===== config.mk =====
export PLATFORM = sky130hd
export DESIGN_NAME = spi_reg_slave
export DESIGN_NICKNAME = d
export VERILOG_FILES = /design/src/rtl/spi_reg_slave.sv
export SDC_FILE = /design/constraint.sdc
export NUM_CORES = 1
export LEC_CHECK = 0
export ABC_AREA = 1
export ABC_CLOCK_PERIOD_IN_PS = 5400
export BUFFER_PORTS_ARGS = -buffer_cell sky130_fd_sc_hd__buf_2
export CAP_MARGIN = 20
export CELL_PAD_IN_SITES_DETAIL_PLACEMENT = 0
export CELL_PAD_IN_SITES_GLOBAL_PLACEMENT = 1
export CORE_MARGIN = 2
export CORE_UTILIZATION = 31
export DETAILED_ROUTE_END_ITERATION = 10
export PLACE_DENSITY_LB_ADDON = 0.1
export SYNTH_ARGS = -nofsm -noshare
export SYNTH_HDL_FRONTEND = slang
export SYNTH_SLANG_ARGS = --single-unit

===== constraint.sdc =====
create_clock -name clk -period 5.4 [get_ports clk]
set_clock_uncertainty 0.05 [all_clocks]
set_input_delay 0.81 -clock clk [delete_from_list [all_inputs] [get_ports clk]]
set_output_delay 0.81 -clock clk [all_outputs]
set_load 0.01 [all_outputs]

===== src/rtl/spi_reg_slave.sv =====
`timescale 1ns/1ps
module spi_reg_slave #(
  parameter int FW = 16,
  parameter int PW = 8,
  parameter int GW = 6,
  parameter int ANW = 10,
  parameter logic [FW-3:0] A_PWR = 14'h3F22,
  parameter logic [FW-3:0] A_GAIN = 14'h3FF8,
  parameter logic [FW-3:0] A_ANGLE = 14'h3FFF,
  parameter logic [FW-3:0] A_ERR = 14'h335A,
  parameter logic [FW-3:0] A_CLR = 14'h3380,
  parameter logic [FW-3:0] A_NOP = 14'h0000,
  parameter logic [GW-1:0] GAIN_RST = 6'h20
) (
  input  logic            clk,
  input  logic            rst_n,
  input  logic            sck,
  input  logic            cs_n,
  input  logic            mosi,
  output logic            miso,
  output logic            miso_oe,
  input  logic            angle_weak,
  input  logic            angle_strong,
  input  logic [ANW-1:0]  angle_in,
  output logic            wr_stb,
  output logic [FW-3:0]   wr_addr,
  output logic [FW-3:0]   wr_data,
  output logic            angle_req
);
  localparam int DW = FW - 2;
  localparam int CW = $clog2(FW + 2);
  localparam logic [CW-1:0] CNT_FULL = CW'(FW);
  localparam logic [CW-1:0] CNT_OVER = CW'(FW + 1);

  logic [2:0] sck_m, cs_m;
  logic [1:0] mosi_m;
  logic [CW-1:0] cnt;
  logic [FW-1:0] rx, tx_sr, tx_word;
  logic ef, e_par, e_clk, e_addr, pend;
  logic [DW-1:0] pend_addr;
  logic [PW-1:0] r_pwr;
  logic [GW-1:0] r_gain;
  logic [DW-1:0] cur_val, new_val;
  logic rd_ok, wr_ok;

  wire sck_rise = sck_m[1] & ~sck_m[2];
  wire sck_fall = ~sck_m[1] & sck_m[2];
  wire cs_fall = ~cs_m[1] & cs_m[2];
  wire cs_rise = cs_m[1] & ~cs_m[2];
  wire [DW-1:0] cmd_addr = rx[FW-2:1];
  wire [DW-1:0] data_in = rx[FW-1:2];
  wire clk_bad = cnt != CNT_FULL;
  wire par_bad = ^rx;

  assign miso = tx_sr[FW-1];
  assign miso_oe = ~cs_m[1];

  function automatic logic [FW-1:0] mk(input logic [DW-1:0] d, input logic e);
    return {d, e, ^{d, e}};
  endfunction

  always_comb begin
    cur_val = '0;
    rd_ok = 1'b1;
    case (cmd_addr)
      A_PWR:   cur_val = DW'(r_pwr);
      A_GAIN:  cur_val = DW'(r_gain);
      A_ANGLE: begin
        cur_val[DW-1] = angle_weak;
        cur_val[DW-2] = angle_strong;
        cur_val[ANW-1:0] = angle_in;
      end
      A_ERR:   cur_val[2:0] = {e_addr, e_clk, e_par};
      A_CLR, A_NOP: cur_val = '0;
      default: rd_ok = 1'b0;
    endcase
    wr_ok = (cmd_addr == A_PWR) || (cmd_addr == A_GAIN) || (cmd_addr == A_NOP);
    if (pend_addr == A_PWR) new_val = DW'(data_in[PW-1:0]);
    else if (pend_addr == A_GAIN) new_val = DW'(data_in[GW-1:0]);
    else new_val = '0;
  end

  always_ff @(posedge clk or negedge rst_n) begin
    if (!rst_n) begin
      sck_m <= '0;
      cs_m <= '1;
      mosi_m <= '0;
    end else begin
      sck_m <= {sck_m[1:0], sck};
      cs_m <= {cs_m[1:0], cs_n};
      mosi_m <= {mosi_m[0], mosi};
    end
  end

  always_ff @(posedge clk or negedge rst_n) begin
    if (!rst_n) begin
      cnt <= '0;
      rx <= '0;
      tx_sr <= '0;
      tx_word <= '0;
      ef <= 1'b0;
      e_par <= 1'b0;
      e_clk <= 1'b0;
      e_addr <= 1'b0;
      pend <= 1'b0;
      pend_addr <= '0;
      r_pwr <= '0;
      r_gain <= GAIN_RST;
      wr_stb <= 1'b0;
      wr_addr <= '0;
      wr_data <= '0;
      angle_req <= 1'b0;
    end else begin
      wr_stb <= 1'b0;
      angle_req <= 1'b0;
      if (cs_fall) begin
        tx_sr <= tx_word;
        cnt <= '0;
      end else if (miso_oe) begin
        if (sck_fall) begin
          rx <= {rx[FW-2:0], mosi_m[1]};
          if (cnt != CNT_OVER) cnt <= cnt + 1'b1;
        end
        if (sck_rise && cnt != '0) tx_sr <= {tx_sr[FW-2:0], 1'b0};
      end
      if (cs_rise) begin
        if (clk_bad || par_bad) begin
          if (clk_bad) e_clk <= 1'b1;
          else e_par <= 1'b1;
          ef <= 1'b1;
          pend <= 1'b0;
          tx_word <= mk('0, 1'b1);
        end else if (pend) begin
          pend <= 1'b0;
          if (pend_addr == A_PWR) r_pwr <= data_in[PW-1:0];
          if (pend_addr == A_GAIN) r_gain <= data_in[GW-1:0];
          if (pend_addr == A_PWR || pend_addr == A_GAIN) begin
            wr_stb <= 1'b1;
            wr_addr <= pend_addr;
            wr_data <= data_in;
          end
          tx_word <= mk(new_val, ef);
        end else if ((rx[FW-1] && !rd_ok) || (!rx[FW-1] && !wr_ok)) begin
          e_addr <= 1'b1;
          ef <= 1'b1;
          tx_word <= mk('0, 1'b1);
        end else if (rx[FW-1] && cmd_addr == A_CLR) begin
          ef <= 1'b0;
          e_par <= 1'b0;
          e_clk <= 1'b0;
          e_addr <= 1'b0;
          tx_word <= '0;
        end else begin
          if (!rx[FW-1]) begin
            pend <= 1'b1;
            pend_addr <= cmd_addr;
          end
          angle_req <= rx[FW-1] && cmd_addr == A_ANGLE;
          tx_word <= mk(cur_val, ef);
        end
      end
    end
  end
endmodule


==> out/qor.txt <==
STATUS
----------------------------------------------------------------------------------------
Outcome                                                                     complete, no violations

PLACEMENT
----------------------------------------------------------------------------------------
Worst slack at placement                                                         2700 ps
Post-detailed-placement cell area                                              6630 um^2
Final weighted congestion of routability-driven global placement                   0.847
I/O Buffers                                                                           48
Half-perimeter wire length of the detailed placement result                    12,100 um

SYNTHESIS
----------------------------------------------------------------------------------------
Commonest register cell after synthesis                                     sky130_fd_sc_hd__dfrtp_1
Sequential element share of the synthesized area                                   0.493
Most frequent cell after synthesis                                          sky130_fd_sc_hd__nand2_1
Mean cell area of the mapped netlist                                           8.30 um^2
Area of the mapped netlist                                                     6200 um^2
Library cell occupying the most area in the post-synthesis netlist          sky130_fd_sc_hd__dfrtp_1
Synth async-reset ratio                                                             1.00
Count of cell types in the netlist                                                    51
Synth top area cells                                                        sky130_fd_sc_hd__dfrtp_1 (48%), sky130_fd_sc_hd__nand2_1 (13%), sky130_fd_sc_hd__nand3_1 (5.5%), sky130_fd_sc_hd__inv_1 (4.2%), sky130_fd_sc_hd__nor2_1 (3.8%)
Gate count of the mapped netlist                                                     747
Count of yosys warnings during synthesis                                               0
Post-Synthesis Net Count                                                             767
EDFF count, synth                                                                      0
Post-synth top area share                                                          0.476
Number of register bits inferred by synthesis                                        122
Synth top cells by count                                                    sky130_fd_sc_hd__nand2_1 (210), sky130_fd_sc_hd__dfrtp_1 (118), sky130_fd_sc_hd__inv_1 (69)

ROUTE
----------------------------------------------------------------------------------------
Routed length on met1                                                            7900 um
Detailed-route via count                                                           4,995
Count of nets left with antenna violations after detail routing                        0
Met2 wire length                                                                 7710 um
Remaining design rule violation count                                                  0
Average via count per standard cell                                                 4.66
First drt pass iteration count                                                         5
Met3 wire len                                                                     502 um
Number of DRC markers in iteration 0                                                 319
Highest routing layer actually used                                                 met4
Drt total wl                                                                   16,300 um
Wire length per cell after detailed routing                                      15.2 um

PWR
----------------------------------------------------------------------------------------
Pwr dens                                                                     333 nW/um^2
Leakage power figure                                                          0.00360 uW
IR Drop Worst-Case VDD                                                          0.187 mV

DIE
----------------------------------------------------------------------------------------
Area enclosed by the die boundary                                            21,100 um^2
Die H                                                                             145 um
FP Rows                                                                               51
Core area                                                                    19,500 um^2
Top-Level Pins                                                                        49
Starting Density                                                                   0.317
Die X-Extent                                                                      145 um

WORST HOLD PATH
----------------------------------------------------------------------------------------
Path category of the worst min-delay check                                    reg -> reg
Hold path startpoint                                                        cs_m[0]$_DFF_PN1_
Min-Delay Endpoint                                                          cs_m[1]$_DFF_PN1_
Hold path depth                                                                        0

STA
----------------------------------------------------------------------------------------
Number of max-slew violations in the final report                                      0
Final setup TNS                                                                     0 ps
Slew HR                                                                            0.344
Maximum clock frequency                                                          377 MHz
Transition time of the tightest slew-check pin                                    984 ps
RSZ-0062 raised after global routing                                                  no
Worst-case hold slack                                                             305 ps
Clock period minus final worst setup slack                                       2650 ps
PnR worst setup slack                                                            2750 ps
Final setup vio count                                                                  0
Number of hold-slack violations in the final timing report                             0
Portion of the clock cycle consumed by the worst path in the final layout          0.491

GLOBAL ROUTING
----------------------------------------------------------------------------------------
Pin count of the biggest net entering global routing                                  77
Total overflow reported by the global router                                           0
Aggregate global-route resource usage                                              0.163
First-pass GRT wire length                                                     27,300 um
Number of global-route vias before repair                                          5,015
Initial antenna violation count                                                        0

WORST SETUP PATH
----------------------------------------------------------------------------------------
Endpoint class of the critical path                                             register
Critical path data required time                                                 5640 ps
Cell count of the worst reg-to-reg path                                               14
Critical register-to-register path endpoint                                 wr_data[3]$_DFFE_PN0P_
Crit Path Category                                                            reg -> reg
Worst reg2reg path startpoint                                               rx[3]$_DFFE_PN0P_
CP max FO                                                                             40
Type of element launching the critical path                                     register
Flop2flop setup slack                                                            2750 ps
Arrival @ worst endpoint                                                         2890 ps

LAYOUT
----------------------------------------------------------------------------------------
Post-route standard cell area excluding fillers                                7210 um^2
Fillers                                                                            2,096
Layout cells sized above 1                                                         0.175
Number of antenna cells inserted                                                       0
Relative area change from synthesis to final layout                                16.3%
Final net count                                                                      814

CLOCK NETWORK
----------------------------------------------------------------------------------------
Level count of the clock H-tree                                                        4
Cell at the root of the clock tree                                          sky130_fd_sc_hd__clkbuf_16
CTS clock-pin slew for the worst setup and hold paths                              60 ps
Post-CTS resize count                                                                  0
Clock sink count                                                                     122
Clock insertion delay at the later pin of the skew report                         420 ps
Clock Path Buffers                                                                     2
Number of hold buffers added after CTS                                                 0
CTS buffer count                                                                      17
TritonCTS clock tree                                                                done
Post-CTS setup buffer count                                                            0

FLOW RUN
----------------------------------------------------------------------------------------
Max-cap violation count                                                                0

[how the worst max path moves through the flow]
stage / slack (ps) / cells past startpoint / start / end
after floorplan: 3390 / 12 / rx[7]$_DFFE_PN0P_ / tx_word[3]$_DFFE_PN0P_
after global placement: 2660 / 14 / rx[3]$_DFFE_PN0P_ / wr_data[3]$_DFFE_PN0P_
after detailed placement: 2700 / 14 / rx[3]$_DFFE_PN0P_ / wr_data[7]$_DFFE_PN0P_
after CTS: 2680 / 14 / rx[3]$_DFFE_PN0P_ / wr_data[3]$_DFFE_PN0P_
after global routing: 2420 / 14 / rx[3]$_DFFE_PN0P_ / wr_data[7]$_DFFE_PN0P_
final: 2750 / 14 / rx[3]$_DFFE_PN0P_ / wr_data[3]$_DFFE_PN0P_
[power by group]
| group | switching, uW | internal (uW) | total (uW) |
|---|---|---|---|
| registers | 50.9 | 965 | 1020 |
| clock network | 449 | 654 | 1100 |
| logic | 191 | 87.5 | 279 |
| total | 691 | 1710 | 2400 |
[worst max-delay path, cell delays in order, from the launching register on]
cell and delay (ps):
sky130_fd_sc_hd__dfrtp_1 470, sky130_fd_sc_hd__inv_2 100, sky130_fd_sc_hd__nand2_1 90, sky130_fd_sc_hd__nand2_2 60, sky130_fd_sc_hd__xor2_1 170, sky130_fd_sc_hd__xnor2_1 300
sky130_fd_sc_hd__nand2_1 100, sky130_fd_sc_hd__inv_1 100, sky130_fd_sc_hd__o21ai_4 110, sky130_fd_sc_hd__inv_4 100, sky130_fd_sc_hd__nand2_4 50, sky130_fd_sc_hd__inv_4 90
sky130_fd_sc_hd__nand3_4 390, sky130_fd_sc_hd__nand2_1 210, sky130_fd_sc_hd__o21ai_2 70
[cells in the final DEF (no fill, tap or decap), types with 3 or more instances in the layout]
master and instances:
sky130_fd_sc_hd__ha_1 3, sky130_fd_sc_hd__nand2_1 210, sky130_fd_sc_hd__a21oi_1 22, sky130_fd_sc_hd__clkinv_4 5, sky130_fd_sc_hd__o21ai_0 26, sky130_fd_sc_hd__buf_2 47
sky130_fd_sc_hd__o31ai_1 3, sky130_fd_sc_hd__xnor2_1 9, sky130_fd_sc_hd__dfrtp_1 118, sky130_fd_sc_hd__clkbuf_16 17, sky130_fd_sc_hd__nor2_4 5, sky130_fd_sc_hd__nand4_4 3
sky130_fd_sc_hd__inv_6 5, sky130_fd_sc_hd__nor2_1 62, sky130_fd_sc_hd__xor2_1 4, sky130_fd_sc_hd__or2_1 7, sky130_fd_sc_hd__inv_2 5, sky130_fd_sc_hd__a31oi_1 13
sky130_fd_sc_hd__buf_4 4, sky130_fd_sc_hd__nor3_1 5, sky130_fd_sc_hd__nand4_1 6, sky130_fd_sc_hd__dfstp_2 4, sky130_fd_sc_hd__nor4_1 5, sky130_fd_sc_hd__nand2_2 5
sky130_fd_sc_hd__nor2_2 4, sky130_fd_sc_hd__o21ai_1 24, sky130_fd_sc_hd__inv_1 69, sky130_fd_sc_hd__o21ai_2 17, sky130_fd_sc_hd__nand3_1 68
[cell type report]
class	count	area, um^2	share of cell area
multi-input cells	523	2670	0.371
inverters	79	303	0.0420
clock inverters	14	138	0.0191
repair buffers	51	265	0.0368
well taps	265	332	0.0460
clock buffers	18	439	0.0609
flip-flops and latches	122	3060	0.424
[through the flow]
step | utilization | instances | power (uW)
6_report | 0.369 | 1072 | 2400
4_1_cts | 0.369 | 1072 | 2440
5_1_grt | 0.369 | 1072 | 2510
3_3_place_gp | 0.339 | 1040 | 1310
3_5_place_dp | 0.339 | 1040 | 1320
2_1_floorplan | - | 747 | 1220
[sequential cells by signal, summed over array words and instances, names as in the netlist, 5 cells and up]
name	cells
r_pwr	8
tx_word	14
pend_addr	14
r_gain	6
tx_sr	16
wr_data	14
wr_addr	14
cnt	5
rx	16
[cell families after synthesis]
logic type	synth area share
simple gates	0.292
flops	0.493
compound gates	0.111
buf+inv	0.0755
xor+xnor	0.0184
fa+ha+maj	0.00606
mux	0.00363
[layer usage]
metal  vias up  GRT usage
met5         -          0
met4         0     0.0441
met3        11     0.0320
met2        81      0.268
met1      2368      0.220
li1       2535          -
No activity file was read; power rests on OpenSTA's default activity.
